===== config.mk =====
export PLATFORM = sky130hd
export DESIGN_NAME = shcmp_unit
export DESIGN_NICKNAME = d
export VERILOG_FILES = /design/src/rtl/shcmp_pkg.sv /design/src/rtl/shcmp_shifter.sv /design/src/rtl/shcmp_flagcalc.sv /design/src/rtl/shcmp_unit.sv
export SDC_FILE = /design/constraint.sdc
export NUM_CORES = 1
export LEC_CHECK = 0
export BUFFER_PORTS_ARGS = -buffer_cell sky130_fd_sc_hd__buf_2
export CORE_MARGIN = 4
export CORE_UTILIZATION = 55
export CTS_CLUSTER_SIZE = 24
export DETAILED_ROUTE_END_ITERATION = 10
export GPL_TIMING_DRIVEN = 0
export PLACE_DENSITY_LB_ADDON = 0.3
export SYNTH_ARGS = -nofsm -noshare
export SYNTH_HDL_FRONTEND = slang
export SYNTH_SLANG_ARGS = --single-unit

===== constraint.sdc =====
create_clock -name clk -period 1.4 [get_ports clk]
set_clock_uncertainty 0.05 [all_clocks]
set_input_delay 0.21 -clock clk [delete_from_list [all_inputs] [get_ports clk]]
set_output_delay 0.21 -clock clk [all_outputs]
set_load 0.02 [all_outputs]

===== src/rtl/shcmp_pkg.sv =====
package shcmp_pkg;

    typedef enum logic [1:0] {
        SH_LSL = 2'b00,
        SH_LSR = 2'b01,
        SH_ASR = 2'b10,
        SH_ROR = 2'b11
    } sh_kind_e;

    // Flag order R8: {N, Z, C, V}
    typedef struct packed {
        logic n;
        logic z;
        logic c;
        logic v;
    } nzcv_t;

    typedef struct packed {
        nzcv_t flags;
        logic  we;
    } flag_state_t;

endpackage


===== src/rtl/shcmp_shifter.sv =====
module shcmp_shifter
    import shcmp_pkg::*;
#(
    parameter int DATA_W  = 32,
    parameter int SHAMT_W = $clog2(DATA_W) + 1
) (
    input  logic [DATA_W-1:0]  val_i,
    input  logic [1:0]         kind_i,
    input  logic [SHAMT_W-1:0] amt_i,
    input  logic               rrx_i,
    input  logic               carry_i,
    output logic [DATA_W-1:0]  val_o
);
    localparam int ROT_W = $clog2(DATA_W);
    localparam logic [SHAMT_W-1:0] AMT_FULL = SHAMT_W'(DATA_W);

    logic [ROT_W-1:0]    rot_amt;
    logic [2*DATA_W-1:0] rot_dbl;
    logic                big_amt;

    assign rot_amt = amt_i[ROT_W-1:0];
    assign rot_dbl = {val_i, val_i} >> rot_amt;
    assign big_amt = (amt_i >= AMT_FULL);

    always_comb begin
        val_o = val_i;
        if (rrx_i) begin
            val_o = {carry_i, val_i[DATA_W-1:1]};
        end else begin
            unique case (sh_kind_e'(kind_i))
                SH_LSL:  val_o = big_amt ? '0 : (val_i << amt_i);
                SH_LSR:  val_o = big_amt ? '0 : (val_i >> amt_i);
                SH_ASR:  val_o = big_amt ? {DATA_W{val_i[DATA_W-1]}}
                                         : DATA_W'($signed(val_i) >>> amt_i);
                SH_ROR:  val_o = rot_dbl[DATA_W-1:0];
                default: val_o = val_i;
            endcase
        end
    end

endmodule


===== src/rtl/shcmp_flagcalc.sv =====
module shcmp_flagcalc
    import shcmp_pkg::*;
#(
    parameter int DATA_W = 32
) (
    input  logic [DATA_W-1:0] lhs_i,
    input  logic [DATA_W-1:0] rhs_i,
    output nzcv_t             flags_o
);
    logic [DATA_W-1:0] rhs_inv;
    logic [DATA_W:0]   sum;

    assign rhs_inv = ~rhs_i;
    assign sum     = {1'b0, lhs_i} + {1'b0, rhs_inv} + {{DATA_W{1'b0}}, 1'b1};

    always_comb begin
        flags_o.n = sum[DATA_W-1];
        flags_o.z = (sum[DATA_W-1:0] == '0);
        flags_o.c = sum[DATA_W];
        flags_o.v = (lhs_i[DATA_W-1] == rhs_inv[DATA_W-1]) &&
                    (sum[DATA_W-1] != lhs_i[DATA_W-1]);
    end

endmodule


===== src/rtl/shcmp_unit.sv =====
module shcmp_unit
    import shcmp_pkg::*;
#(
    parameter int DATA_W   = 32,
    parameter bit FLAG_REG = 1'b1,
    parameter int SHAMT_W  = $clog2(DATA_W) + 1
) (
    input  logic               clk,
    input  logic               rst_n,
    input  logic [DATA_W-1:0]  op_a_i,
    input  logic [DATA_W-1:0]  op_b_i,
    input  logic [1:0]         sh_type_i,
    input  logic [SHAMT_W-1:0] sh_amt_i,
    input  logic               rrx_i,
    input  logic               carry_i,
    input  logic               cond_pass_i,
    output logic [3:0]         flags_o,
    output logic               flags_we_o
);
    logic [DATA_W-1:0] shifted;
    nzcv_t             new_flags;

    shcmp_shifter #(.DATA_W(DATA_W), .SHAMT_W(SHAMT_W)) u_shift (
        .val_i   (op_b_i),
        .kind_i  (sh_type_i),
        .amt_i   (sh_amt_i),
        .rrx_i   (rrx_i),
        .carry_i (carry_i),
        .val_o   (shifted)
    );

    shcmp_flagcalc #(.DATA_W(DATA_W)) u_calc (
        .lhs_i   (op_a_i),
        .rhs_i   (shifted),
        .flags_o (new_flags)
    );

    generate
        if (FLAG_REG) begin : g_reg
            flag_state_t state_d, state_q;

            always_comb begin
                state_d    = state_q;
                state_d.we = cond_pass_i;
                if (cond_pass_i) begin
                    state_d.flags = new_flags;
                end
            end

            always_ff @(posedge clk or negedge rst_n) begin
                if (!rst_n) begin
                    state_q <= '0;
                end else begin
                    state_q <= state_d;
                end
            end

            assign flags_o    = state_q.flags;
            assign flags_we_o = state_q.we;
        end else begin : g_comb
            assign flags_o    = new_flags;
            assign flags_we_o = cond_pass_i;
        end
    endgenerate

endmodule


Word-level counts from Yosys, hierarchy flattened
Cells that the tools add are included.
{"block": "op_classes", "n_div": 0, "n_lt_le_gt_ge": 1, "reduce_logical": 3, "add_sub_neg": 2, "n_eq_ne": 5, "shift": 4, "muxes": 5, "bitwise_logic": 1, "n_mul": 0}
{"op": "32-bit 2-to-1 mux", "count": 4}
{"op": "32-bit case mux with 4 select lines", "count": 1}
{"op": "64-bit by 5-bit >> shifter with 32-bit output", "count": 1}
{"op": "32-bit by 32-bit adder with 33-bit output", "count": 1}
{"op": "33-bit by 1-bit adder with 33-bit output, second input constant", "count": 1}
{"op": "32-bit zero test", "count": 1}
{"op": "32-bit NOT", "count": 1}
{"op": "32-bit by 6-bit left shift with 32-bit output", "count": 1}
{"op": "32-bit by 6-bit >> shifter with 32-bit output", "count": 1}
{"op": "32-bit by 6-bit >>> shifter with 32-bit output", "count": 1}
{"op": "6-bit greater-or-equal comparator, second input constant", "count": 1}
{"op": "2-bit equality test, second input constant", "count": 2}
{"op": "2-bit by 1-bit equality test with 1-bit output, second input constant", "count": 1}
{"op": "2-bit zero test", "count": 1}
{"op": "1-bit equality test", "count": 1}
{"op": "1-bit logical AND", "count": 1}
{"op": "1-bit != test", "count": 1}
{"block": "totals", "ramBits": 0, "inputBits": 77, "latch_bits": 0, "regBits": 5, "elab_cells": 26, "output_inout_bits": 5, "mem_bits_ro": 0, "mem_count": 0}

Longest topological paths before layout
Gate-level depths: netlist of run 1.
{"block": "depth", "ltp_word": 9, "mapped_depth": 25, "depth_no_buf": 22}

By module
From an unflattened synthesis of run 1, not the netlist that was laid out.
{"block": "unflattened", "hier_cells": 1185, "area_unflattened_um2": 9066.2}
{"mod": "shcmp_shifter", "cells_each": 872, "instances": 1, "area_per_inst_um2": 6849.1}
{"mod": "shcmp_flagcalc", "cells_each": 304, "instances": 1, "area_per_inst_um2": 2047.0}
{"mod": "shcmp_unit", "cells_each": 9, "instances": 1, "area_per_inst_um2": 170.2}

Least setup slack after synthesis of run 1
Ideal clock, no wire load.
{"block": "synth_path", "kind": "input to register", "start": "in sh_amt_i[0]", "end": "reg g_reg.state_q (netlist bit flags_o[2])", "arrival_time_ps": 4458, "path_stages": 24, "setup_slack_ps": -3200, "cell_sequence": "buf_2 buf_2 buf_4 buf_2 o211ai_1 o21ai_0 mux2i_1 nor2_1 a21oi_1 mux2i_1 a21oi_1 o31ai_1 ha_1 inv_1 fa_1 a211oi_1 o211ai_1 a31oi_1 mux2i_1 o2111ai_1 nor4_1 o2111ai_1 or3_1 o31ai_2"}
{"block": "synth_via", "elab_chain_cells": 8, "word_cells_on_any_way": 14, "classes_between": "add/sub: 2; order compare: 1; shift: 4; mux: 5; bitwise: 1; reduce/logical: 1"}
{"element": "start, declared", "line": "shcmp_unit.sv:13", "rtl": "input logic [SHAMT_W-1:0] sh_amt_i,"}
{"element": "32-bit by 6-bit >>> shifter with 32-bit output (tied with other cells)", "line": "shcmp_shifter.sv:34", "rtl": ": DATA_W'($signed(val_i) >>> amt_i);"}
{"element": "32-bit 2-to-1 mux (on tied branches)", "line": "shcmp_shifter.sv:33, shcmp_shifter.sv:31, shcmp_shifter.sv:32"}
{"element": "32-bit case mux with 4 select lines (*)", "line": "shcmp_shifter.sv:30", "rtl": "unique case (sh_kind_e'(kind_i))"}
{"element": "32-bit 2-to-1 mux (*)", "line": "shcmp_shifter.sv:27", "rtl": "if (rrx_i) begin"}
{"element": "32-bit NOT (*)", "line": "shcmp_flagcalc.sv:13", "rtl": "assign rhs_inv = ~rhs_i;"}
{"element": "32-bit by 32-bit adder with 33-bit output (*)", "line": "shcmp_flagcalc.sv:14", "rtl": "assign sum = {1'b0, lhs_i} + {1'b0, rhs_inv} + {{DATA_W{1'b0}}, 1'b1};"}
{"element": "33-bit by 1-bit adder with 33-bit output (*)", "line": "shcmp_flagcalc.sv:14"}
{"element": "32-bit zero test (*)", "line": "shcmp_flagcalc.sv:18", "rtl": "flags_o.z = (sum[DATA_W-1:0] == '0);"}
{"element": "end signal, assigned", "line": "shcmp_unit.sv:54", "rtl": "state_q <= state_d;"}
{"element": "end, declared", "line": "shcmp_unit.sv:40", "rtl": "flag_state_t state_d, state_q;"}
Mark *: on every way between the ends. The rest lies on a longest branch, timed or not.
A chain may end at the register's enable or synchronous reset.

Worst setup path after layout of run 1
Same ends and word-level chain as after synthesis.

==> results.sh, run 1 <==
export IMPL_seq_area_frac_synth_pct=1.85
export IMPL_p_per_area_nw_per_um2=653
export IMPL_yosysMostFrequentCell="nor2_1"
export IMPL_p_clk_share_pct=8.2
export IMPL_port_buffers=72
export IMPL_fin_area_um2=8840
export IMPL_grt_max_degree=11
export IMPL_synth_edf_count=0
export IMPL_worst_slew_pin_slew_ns=0.903
export IMPL_end_kind="register"
export IMPL_dpl_cell_count=1238
export IMPL_status="finished, violations left"
export IMPL_die_y_um=119
export IMPL_drt_iter0_drc=2227
export IMPL_clk_pin_slew_ns=0.03
export IMPL_cts_root_buf="clkbuf_16"
export IMPL_drive_gt1_share_pct=35.8
export IMPL_cts_tree="built"
export IMPL_place_congestion=1.18
export IMPL_finalPower_mw=5.78
export IMPL_setup_violations=4
export IMPL_holdCritPathClass="in2reg"
export IMPL_grt_antenna_before_repair=0
export IMPL_fp_coreArea_um2=12000
export IMPL_slew_violations=0
export IMPL_crit_arrival_ns=5.19
export IMPL_p_switching_mw=3.26
export IMPL_initial_core_util_pct=56.3
export IMPL_place_ws_ns=-4.51
export IMPL_fin_cells=1264
export IMPL_peakVddDrop_uv=452
export IMPL_synth_top_cell_area_share_pct=12.7
export IMPL_synth_largest_area_cell="mux4_2"
export IMPL_postSynthCellCount=1019
export IMPL_cp_max_fo=10
export IMPL_ys_ff_latch=5
export IMPL_drt_total_wl_mm=37.2
export IMPL_grt_pass1_wl_mm=52.8
export IMPL_fin_tns_setup_ns=-13.19
export IMPL_h_tree_depth=1
export IMPL_synth_warning_count=0
export IMPL_cts_sinks=5
export IMPL_synthTopCellsByArea="mux4_2 13%, mux2i_1 9.9%, nor2_1 9.5%"
export IMPL_synth_common_cells="172 x nor2_1, 127 x a21oi_1, 84 x o21ai_0, 71 x nand2_1, 67 x mux2i_1"
export IMPL_cts_buffers=3
export IMPL_cap_viol_max_count=0
export IMPL_fp_dieW_um=119
export IMPL_fin_crit_ns=5.10
export IMPL_syn_area_per_cell_um2=6.64
export IMPL_area_growth_pct=30.6
export IMPL_clock_path_buffers=2
export IMPL_switching_share_pct=56.4
export IMPL_synth_nets=1129
export IMPL_grtUsageTotal_pct=47.4
export IMPL_ios=82
export IMPL_required_ns=1.49
export IMPL_power_frac_comb_pct=88.6
export IMPL_rr_worst_depth=1
export IMPL_grt_pass1_vias=9009
export IMPL_rows=40
export IMPL_synth_area_um2=6770
export IMPL_p_leak_nw=3.36
export IMPL_viasPerCell=8.09
export IMPL_violations="setup timing"
export IMPL_start_kind="input pin"
export IMPL_final_hold_viol_count=0
export IMPL_multi_input_area_um2=7190
export IMPL_synth_cell_types=74
export IMPL_nFillCells=954
export IMPL_rsz0062_at_grt="yes"
export IMPL_first_pass_iters=7
export IMPL_fin_util_pct=73.6
export IMPL_crit_type="in2reg"
export IMPL_antenna_cells=0
export IMPL_fmax_ghz=0.196
export IMPL_internal_power_mw=2.52
export IMPL_clock_latency_ns=0.23
export IMPL_seq_power_share_pct=3.2
export IMPL_dieArea_um2=14100
export IMPL_placed_area_um2=7520
export IMPL_detail_route_wl_per_cell_um=29.4
export IMPL_final_seq_area_um2=125
export IMPL_fin_nets=1228
export IMPL_async_reset_ff_share_pct=100
export IMPL_drtAntennaViolNets=0
export IMPL_overflow=0
export IMPL_post_route_period_util_pct=365
export IMPL_worst_slack_ns=-3.70
export IMPL_route_detailed_drc=0
export IMPL_whs_path_depth=1
export IMPL_vias=10200
export IMPL_relSlewSlack_pct=39.8
export IMPL_hold_slack_ns=0.157
export IMPL_place_hpwl_mm=27.0
export IMPL_ys_flop_type="dfrtp_1"
-- cell usage in the layout (no fill, tap or decap), drive strengths merged, types with 9 or more instances in the layout --
master / n
nand4: 9
a31oi: 13
o21a: 10
mux2: 17
o22ai: 33
nand2b: 12
nor2: 173
o211ai: 15
buf: 124
o221ai: 12
clkbuf: 59
nand2: 71
ha: 32
mux4: 38
o21ai: 85
a21o: 13
a211oi: 12
inv: 22
nor3: 38
mux2i: 67
nand3: 13
nor4: 9
a21oi: 127
-- flip-flops by register name, summed over array words and instances (netlist names) --
| signal | count |
|---|---|
| flags_we_o | 1 |
| flags_o | 4 |
-- power groups by stage --
stage / sequential (mW) / combinational, mW / clock (mW)
after floorplan: 0.213 / 2.71 / 0
after global placement: 0.183 / 3.92 / 0
after detailed placement: 0.185 / 3.94 / 0
after CTS: 0.184 / 4.29 / 0.478
after global routing: 0.187 / 5.28 / 0.496
final: 0.184 / 5.12 / 0.475
-- final cells by class --
class	instances	share of cell area (%)
repair buffers	102	6.94
well taps	147	2.08
flip-flops and latches	5	1.42
plain buffers	78	6.13
clock buffers	4	0.892
multi-input cells	903	81.3
inverters	25	1.20
-- routing by layer --
layer | GRT usage [%] | part of all wire [%]
met5 | 0 | 0
met4 | 23.5 | 8.7
met3 | 16.8 | 17
met2 | 69.0 | 40
met1 | 62.1 | 34
-- final timing paths --
path / start / endpoint / slack, ns
min in group asynchronous: rst_n / flags_o[0] / 0.30
setup / recovery: sh_amt_i[0] / flags_o[2] / -3.70
hold / removal: cond_pass_i / flags_we_o / 0.16
max in group asynchronous: rst_n / flags_o[1] / 0.87
setup reg to reg: flags_o[3] / flags_o[3] / 0.58
hold reg to reg: flags_o[2] / flags_o[2] / 0.46
-- worst max-delay path, stage by stage --
cell	delay, ns
buf_12	0.12
buf_12	0.13
buf_16	0.16
mux2i_2	0.17
mux2i_1	0.24
nor2_1	0.09
a21oi_2	0.23
a21oi_1	0.14
nor2b_1	0.18
a211oi_2	0.21
nor4_1	0.08
o21ai_1	0.21
o21ai_0	0.13
ha_1	0.31
clkbuf_4	0.21
and4b_1	0.23
a311oi_1	0.30
o2111ai_1	0.18
a311oi_1	0.36
nand4_1	0.19
nor4_2	0.38
o2111ai_1	0.16
or3_1	0.38
o31ai_2	0.19
-- logic make-up (layout without fill, tap and decap cells) --
logic type,Yosys count,count (layout),share of synthesized area (%)
compound gates,380,380,35.2
simple gates,358,358,23.5
mux,122,122,25.4
buf+inv,111,209,6.53
fa+ha+maj,33,33,6.21
xor+xnor,10,10,1.29
flops,5,5,1.85
-- timing repair --
item	4_1_cts	5_1_grt
cloned	0	1
setup endpoints to repair	4	4
pin swaps	26	48
buffers inserted	9	19
hold buffers	1	0
hold endpoints to repair	5	0
gates resized for setup	142	148
Power figures use the tool's default switching activity.
==> inputs of run 2 (changes only) <==
--- a/config.mk
+++ b/config.mk
@@ -8,6 +8,7 @@
 export BUFFER_PORTS_ARGS = -buffer_cell sky130_fd_sc_hd__buf_2
 export CORE_MARGIN = 4
 export CORE_UTILIZATION = 55
+export CTS_BUF_LIST = sky130_fd_sc_hd__clkbuf_16
 export CTS_CLUSTER_SIZE = 24
 export DETAILED_ROUTE_END_ITERATION = 10
 export GPL_TIMING_DRIVEN = 0
==> results.sh, run 2 (synthesized netlist as in run 1, its figures left out) <==
export IMPL_status="finished, violations left"
export IMPL_violations="setup timing"
export IMPL_rr_worst_depth=1
export IMPL_drt_total_wl_mm=37.3
export IMPL_place_hpwl_mm=27.0
export IMPL_fin_area_um2=8840
export IMPL_clk_pin_slew_ns=0.03
export IMPL_initial_core_util_pct=56.3
export IMPL_fin_util_pct=73.6
export IMPL_grt_pass1_wl_mm=52.8
export IMPL_dieArea_um2=14100
export IMPL_vias=10200
export IMPL_place_congestion=1.18
export IMPL_final_seq_area_um2=125
export IMPL_grt_max_degree=11
export IMPL_antenna_cells=0
export IMPL_cts_sinks=5
export IMPL_hold_slack_ns=0.157
export IMPL_required_ns=1.49
export IMPL_drt_iter0_drc=2226
export IMPL_placed_area_um2=7520
export IMPL_place_ws_ns=-4.51
export IMPL_drtAntennaViolNets=0
export IMPL_ios=82
export IMPL_fin_crit_ns=5.12
export IMPL_fmax_ghz=0.195
export IMPL_whs_path_depth=1
export IMPL_fp_coreArea_um2=12000
export IMPL_cts_root_buf="clkbuf_16"
export IMPL_clock_path_buffers=2
export IMPL_route_detailed_drc=0
export IMPL_grt_pass1_vias=9009
export IMPL_fin_nets=1228
export IMPL_reg2reg_slack_ns=0.58
export IMPL_p_leak_nw=3.36
export IMPL_slew_violations=0
export IMPL_finalPower_mw=5.78
export IMPL_post_route_period_util_pct=366
export IMPL_die_y_um=119
export IMPL_grtUsageTotal_pct=47.4
export IMPL_cts_tree="built"
export IMPL_relSlewSlack_pct=40.0
export IMPL_worst_slack_ns=-3.72
export IMPL_final_hold_viol_count=0
export IMPL_detail_route_wl_per_cell_um=29.5
export IMPL_grt_antenna_before_repair=0
export IMPL_start_kind="input pin"
export IMPL_cap_viol_max_count=0
export IMPL_rows=40
export IMPL_nFillCells=954
export IMPL_setup_violations=4
export IMPL_largest_reg_flops=4
export IMPL_overflow=0
export IMPL_viasPerCell=8.10
export IMPL_end_kind="register"
export IMPL_h_tree_depth=1
export IMPL_cp_max_fo=10
export IMPL_cts_buffers=3
export IMPL_peakVddDrop_uv=457
export IMPL_area_growth_pct=30.6
export IMPL_multi_input_area_um2=7190
export IMPL_clock_latency_ns=0.23
export IMPL_holdCritPathClass="in2reg"
export IMPL_first_pass_iters=8
export IMPL_rsz0062_at_grt="yes"
export IMPL_p_per_area_nw_per_um2=653
export IMPL_crit_arrival_ns=5.21
export IMPL_crit_type="in2reg"
export IMPL_port_buffers=72
export IMPL_worst_slew_pin_slew_ns=0.901
export IMPL_final_cell_mix="149 x nor2_1, 87 x a21oi_1, 77 x buf_2, 68 x nand2_1, 46 x o21ai_0"
export IMPL_layout_commonest_cell="nor2_1"
export IMPL_fp_dieW_um=119
export IMPL_drive_gt1_share_pct=35.8
run 2: cell count changes in the layout (fill, tap and decap cells not counted), sizes merged:
cell,delta
clkbuf,-1
inv,+1
run 2: timing repair:
| item | in CTS | in global routing |
|---|---|---|
| setup endpoints to repair | 4 | 4 |
| buffers inserted | 9 | 19 |
| pin swaps | 26 | 48 |
| cloned | 0 | 1 |
| resized for setup | 142 | 148 |
| endpoints found under the hold margin | 5 | 0 |
| hold buffers | 1 | 0 |
run 2: worst max-delay path: stages:
cell and delay (ns):
buf_12 0.12, buf_12 0.13, buf_16 0.16, mux2i_2 0.17, mux2i_1 0.24, nor2_1 0.09
a21oi_2 0.24, a21oi_1 0.14, nor2b_1 0.18, a211oi_2 0.21, nor4_1 0.08, o21ai_1 0.21
o21ai_0 0.13, ha_1 0.31, clkbuf_4 0.21, and4b_1 0.23, a311oi_1 0.30, o2111ai_1 0.18
a311oi_1 0.37, nand4_1 0.19, nor4_2 0.38, o2111ai_1 0.16, or3_1 0.38, o31ai_2 0.19
run 2: worst paths after layout:
check,from,to
max in group asynchronous,rst_n,flags_o[1]
min in group asynchronous,rst_n,flags_o[0]
worst max register to register,flags_o[3],flags_o[3]
worst max-delay path,sh_amt_i[0],flags_o[2]
worst min-delay path,cond_pass_i,flags_we_o
worst min register to register,flags_o[2],flags_o[2]
run 2: stage by stage:
step,cells,setup TNS (ns)
global placement,1238,-16.06
global route,1264,-13.35
floorplan,1019,-10.19
finish,1264,-13.18
CTS,1248,-12.25
detailed placement,1238,-16.24
run 2: layout make-up:
type | count | share of cell area (%)
well taps | 147 | 2.08
flip-flops and latches | 5 | 1.42
clock buffers | 3 | 0.849
multi-input cells | 903 | 81.3
repair buffers | 102 | 6.94
inverters | 25 | 1.20
plain buffers | 78 | 6.13
clock inverters | 1 | 0.0425
run 2: routing by layer:
metal,GRT usage [%],up-vias,part of all wire [%]
met5,0,-,0
met4,23.5,0,8.5
met3,16.8,323,17
met2,69.0,1173,40
met1,62.1,4637,35
li1,-,4110,-
run 2: power breakdown:
part | total (mW) | internal [mW] | switching, mW
clock network | 0.468 | 0.370 | 0.0976
logic | 5.12 | 1.97 | 3.16
registers | 0.184 | 0.170 | 0.0141
